===== src/rtl/cnt_pkg.sv =====
// Package: shared types for the cascadable counter.
// Assumes: nothing beyond IEEE 1800-2017.
package cnt_pkg;

    // How the active-low clear input acts on the state register.
    typedef enum logic {
        CLR_SYNC  = 1'b0,
        CLR_ASYNC = 1'b1
    } clr_mode_e;

endpackage


===== src/rtl/cnt_next.sv =====
// Module: next-state selection for load, increment and hold.
// Assumes: the clear is applied downstream in the state register,
// so this path only orders load above count above hold.
module cnt_next #(
    parameter int WIDTH = 4
) (
    input  logic [WIDTH-1:0] cur,
    input  logic             load_n,
    input  logic [WIDTH-1:0] din,
    input  logic             en_par,
    input  logic             en_trk,
    output logic [WIDTH-1:0] nxt
);

    logic run;

    // Both enables are needed for a count step.
    assign run = en_par & en_trk;

    // Pick the value for the next edge: load, then count, else hold.
    always_comb begin
        if (!load_n) begin
            nxt = din;
        end else if (run) begin
            nxt = cur + {{(WIDTH-1){1'b0}}, 1'b1};
        end else begin
            nxt = cur;
        end
    end

endmodule


===== src/rtl/cnt_state_reg.sv =====
// Module: count state register with the clear style chosen at build time.
// Assumes: clr_n is active low. In async mode it is a true
// asynchronous clear; in sync mode it acts only on the rising edge.
module cnt_state_reg
    import cnt_pkg::*;
#(
    parameter int        WIDTH    = 4,
    parameter clr_mode_e CLR_MODE = CLR_SYNC
) (
    input  logic             clk,
    input  logic             clr_n,
    input  logic [WIDTH-1:0] nxt,
    output logic [WIDTH-1:0] q
);

    generate
        if (CLR_MODE == CLR_ASYNC) begin : g_async
            // Asynchronous clear; otherwise capture the next value.
            always_ff @(posedge clk or negedge clr_n) begin
                if (!clr_n) begin
                    q <= '0;
                end else begin
                    q <= nxt;
                end
            end
        end else begin : g_sync
            // Clear on the edge, ahead of every other action.
            always_ff @(posedge clk) begin
                if (!clr_n) begin
                    q <= '0;
                end else begin
                    q <= nxt;
                end
            end
        end
    endgenerate

endmodule


===== src/rtl/cnt_tc_decode.sv =====
// Module: terminal-count decode, gated by the chain enable.
// Assumes: purely combinational; the group enable does not enter.
module cnt_tc_decode #(
    parameter int WIDTH = 4
) (
    input  logic [WIDTH-1:0] q,
    input  logic             en_trk,
    output logic             tc
);

    logic [WIDTH:0] chain;

    // The chain enable seeds an AND chain across the state bits.
    assign chain[0] = en_trk;

    generate
        for (genvar i = 0; i < WIDTH; i++) begin : g_and
            assign chain[i+1] = chain[i] & q[i];
        end
    endgenerate

    assign tc = chain[WIDTH];

endmodule


===== src/rtl/casc_bin_counter.sv =====
// Module: one cascadable stage of a synchronous binary up-counter.
// Assumes: all stages of a chain share clk, clr_n, load_n and en_par;
// tc_out of one stage feeds en_trk of the next.
module casc_bin_counter
    import cnt_pkg::*;
#(
    parameter int        WIDTH    = 4,
    parameter clr_mode_e CLR_MODE = CLR_SYNC
) (
    input  logic             clk,
    input  logic             clr_n,
    input  logic             load_n,
    input  logic [WIDTH-1:0] din,
    input  logic             en_par,
    input  logic             en_trk,
    output logic [WIDTH-1:0] q,
    output logic             tc_out
);

    logic [WIDTH-1:0] nxt;

    // Next value from load, count or hold.
    cnt_next #(.WIDTH(WIDTH)) u_next (
        .cur    (q),
        .load_n (load_n),
        .din    (din),
        .en_par (en_par),
        .en_trk (en_trk),
        .nxt    (nxt)
    );

    // State register with the selected clear style.
    cnt_state_reg #(.WIDTH(WIDTH), .CLR_MODE(CLR_MODE)) u_reg (
        .clk   (clk),
        .clr_n (clr_n),
        .nxt   (nxt),
        .q     (q)
    );

    // Terminal count for the next stage.
    cnt_tc_decode #(.WIDTH(WIDTH)) u_tc (
        .q      (q),
        .en_trk (en_trk),
        .tc     (tc_out)
    );

endmodule


===== config.mk =====
export PLATFORM = sky130hd
export DESIGN_NAME = casc_bin_counter
export DESIGN_NICKNAME = d
export VERILOG_FILES = /design/src/rtl/cnt_pkg.sv /design/src/rtl/cnt_next.sv /design/src/rtl/cnt_state_reg.sv /design/src/rtl/cnt_tc_decode.sv /design/src/rtl/casc_bin_counter.sv
export SDC_FILE = /design/constraint.sdc
export NUM_CORES = 1
export LEC_CHECK = 0
export BUFFER_PORTS_ARGS = -buffer_cell sky130_fd_sc_hd__buf_2
export CORE_AREA = 8 8 45 47
export CTS_BUF_LIST = sky130_fd_sc_hd__clkbuf_16
export DETAILED_ROUTE_END_ITERATION = 12
export DIE_AREA = 0 0 53 55
export GPL_TIMING_DRIVEN = 0
export PLACE_DENSITY_LB_ADDON = 0.15
export SYNTH_ARGS = -nofsm -noshare
export SYNTH_HDL_FRONTEND = slang
export SYNTH_SLANG_ARGS = --single-unit

===== constraint.sdc =====
create_clock -name clk -period 1 [get_ports clk]
set_input_delay 0.05 -clock clk [delete_from_list [all_inputs] [get_ports clk]]
set_output_delay 0.05 -clock clk [all_outputs]
set_load 0.02 [all_outputs]

==> metrics.txt <==
post-synthesis sequential area ratio=39.02%; Skew-Pair Late Insertion Delay=230 ps; vias per cell=4.050; n_diodes=0; wirelength, routed=720 um; CP endpoint kind=flip-flop; CTS buffer count=3; Hold Fails Final Rpt=0; Slew Viols, Final=0; fillers=155; Comb pwr share=10.1%; number of port buffers=13; Nets=55; top post-synthesis cells by area=dfxtp_1 39%, xor2_1 8.5%, o21ai_0 7.3%; Leakage Power=0.1860 nW; DR vias=243; Clock Tree Root=clkbuf_16; reg2reg setup slack=4 ps; post-route ant nets=0; core footprint=0.001384 sq mm; status=completed; worst slew pin tran=194.9 ps; WHS Path Cells=3; FMAX=1004 MHz; number of DRC markers in iteration 0=1; Clock transition at path regs=30 ps; Syn Nets=35; post-synth top area share=39.02%; worst-path fanout max=4; grt ovf=0; CTS tree=built; H-tree depth=1; post-synth top area cell=dfxtp_1; Placer Congestion=0.6803; chip height=55 um; number of synthesized flops with an enable pin=0; share of layout cells above drive strength 1=50.00%; Hold Path Class=input port to flip-flop; crit-path max cell delay=350 ps; starting density of the core=14.83%; Hold Path Sink=u_reg.q[1]; largest registers=u_reg.q x4; Syn. warnings=0; Synth Register Bits=4; initial antenna violation count=0; critical-path cell list=ha_1, nand3_1, a311oi_1; Clock Power Share=69.4%; CTS sink count=4; cell count after placement=54; clk buf depth=2; area grow syn2layout=97.56%; sw frac=20.25%; top post-synthesis cells by count=4 x dfxtp_1, 3 x nand2_1, 3 x nor2_1, 3 x o21ai_0; first-pass GRT wire length=1048 um; Rows=14; post-route insts no fill=60; Post-synth ARST share=0%; Pint=0.0007316 W; router iterations before antenna repair=3; Seq pwr share=20.5%; Final HPWL DP=547.1 um; cell area after synthesis=205.2 sq um; min cycle time layout=995.9 ps; Net Sw Power=0.0001857 W; max FFs per register=4; vias in the first global route=250; total I/O pin count=14; Die Wd=53 um; Min Hold Slack=90.00 ps; GRT Overall Usage=5.459%; min-delay src=din[1]; CP Launch Type=flip-flop; R2R Path End=u_reg.q[1]; CP startpoint=u_reg.q[0]; Top reg by flops=u_reg.q; worst relative slew slack=86.92%; DR WL/cell=12.00 um; CP max-delay cell=dfxtp_4; library cells used by synthesis=14; # DRC=0; Mapped Avg Cell Area=8.208 sq um; synthesized netlist cell count=25; FF-to-FF path depth=3; CP required=1130 ps; most common flop cell mapped by yosys=dfxtp_1; launch point of the worst reg-to-reg path=u_reg.q[0]; RSZ-0062 raised after global routing=yes; Post-CTS Hold Buffers=0; Pwr per Cell Area=2263 mW/mm^2; max-cap violations=0; WS Path Type=flip-flop to flip-flop; final period utilization=99.59%; arrival time worst endpoint=1120 ps; Setup Skew=4.320 ps; most common cell in the netlist=dfxtp_1; largest net degree at the start of global routing=9; DIE AREA=0.002915 sq mm; endpoints failing setup=0; Max IR drop VDD=0.6522 mV
layout by cell type, fill, tap and decap left out, types with 2 or more instances in the layout:
| master | synthesis | final |
|---|---|---|
| buf_2 | 0 | 12 |
| buf_4 | 0 | 3 |
| clkbuf_16 | 0 | 3 |
| dfxtp_4 | 0 | 3 |
| inv_1 | 1 | 2 |
| nand2_1 | 3 | 3 |
| nand3_1 | 2 | 2 |
| nor2_1 | 3 | 3 |
| o21ai_0 | 3 | 3 |
| xor2_1 | 2 | 2 |
critical path: cells and delay by family (launching register included):
family | cells | cell delay [ps]
simple gates | 1 | 80
compound gates | 1 | 200
flops | 1 | 350
fa+ha+maj | 1 | 270
power by group through the flow:
stage	Combinational (W)	Sequential (W)	Clock, W
floorplan	0.0000268	0.000202	0
global placement	0.0000816	0.000188	0
detailed placement	0.0000825	0.000188	0
CTS	0.0000831	0.000186	0.000652
global route	0.000102	0.000191	0.000669
finish	0.0000924	0.000188	0.000637
cell families after synthesis:
kind of cell / share of synthesized area, %
adders and majority gates: 6.097
AOI/OAI and AO/OA: 20.73
buffers and inverters: 1.828
DFF: 39.03
xor gates and xnor gates: 8.538
and+or+nand+nor: 23.78
stage by stage:
step	total power, W	worst slack [ps]	cell area, sq um	TNS, ps	util (%)
floorplan	0.0002286	16.03	216.5	0	-
global placement	0.0002692	3.409	301.5	0	21.79
detailed placement	0.0002707	-2.347	301.5	-2.347	21.79
CTS	0.0009217	-12.65	380.4	-15.41	27.49
global route	0.0009620	-19.04	405.4	-33.35	29.29
finish	0.0009174	4.106	405.4	0	29.29
routing by layer:
metal	GRT usage [%]	part of all wire [%]	vias up
li1	-	-	127
met5	0	0	-
met1	4.394	39	106
met3	4.813	14	2
met2	7.422	46	8
met4	6.466	0.83	0
worst max-delay path by stage:
stage	to	slack (ps)	cells past startpoint
final	u_reg.q[1]	4	3
after global routing	u_reg.q[1]	-20	3
after CTS	u_reg.q[3]	-10	3
after detailed placement	u_reg.q[3]	-2	3
after global placement	u_reg.q[1]	3	3
after floorplan	u_reg.q[3]	20	3
timing repair:
item | CTS | global route
hold endpoints to repair | 0 | 0
pin swaps | 0 | 3
resized for setup | 0 | 2
endpoints found under the setup margin | 2 | 3
buffers inserted | 0 | 2
area by class of cell:
cell class              count  area [sq um]  area share (%)
inverters                   1         3.754          0.9259
flip-flops and latches      4         91.34           22.53
clock buffers               3         75.07           18.52
well taps                  16         20.02           4.938
multi-input cells          20         128.9           31.79
repair buffers             15         82.58           20.37
clock inverters             1         3.754          0.9259
No activity file was read; power rests on OpenSTA's default activity.
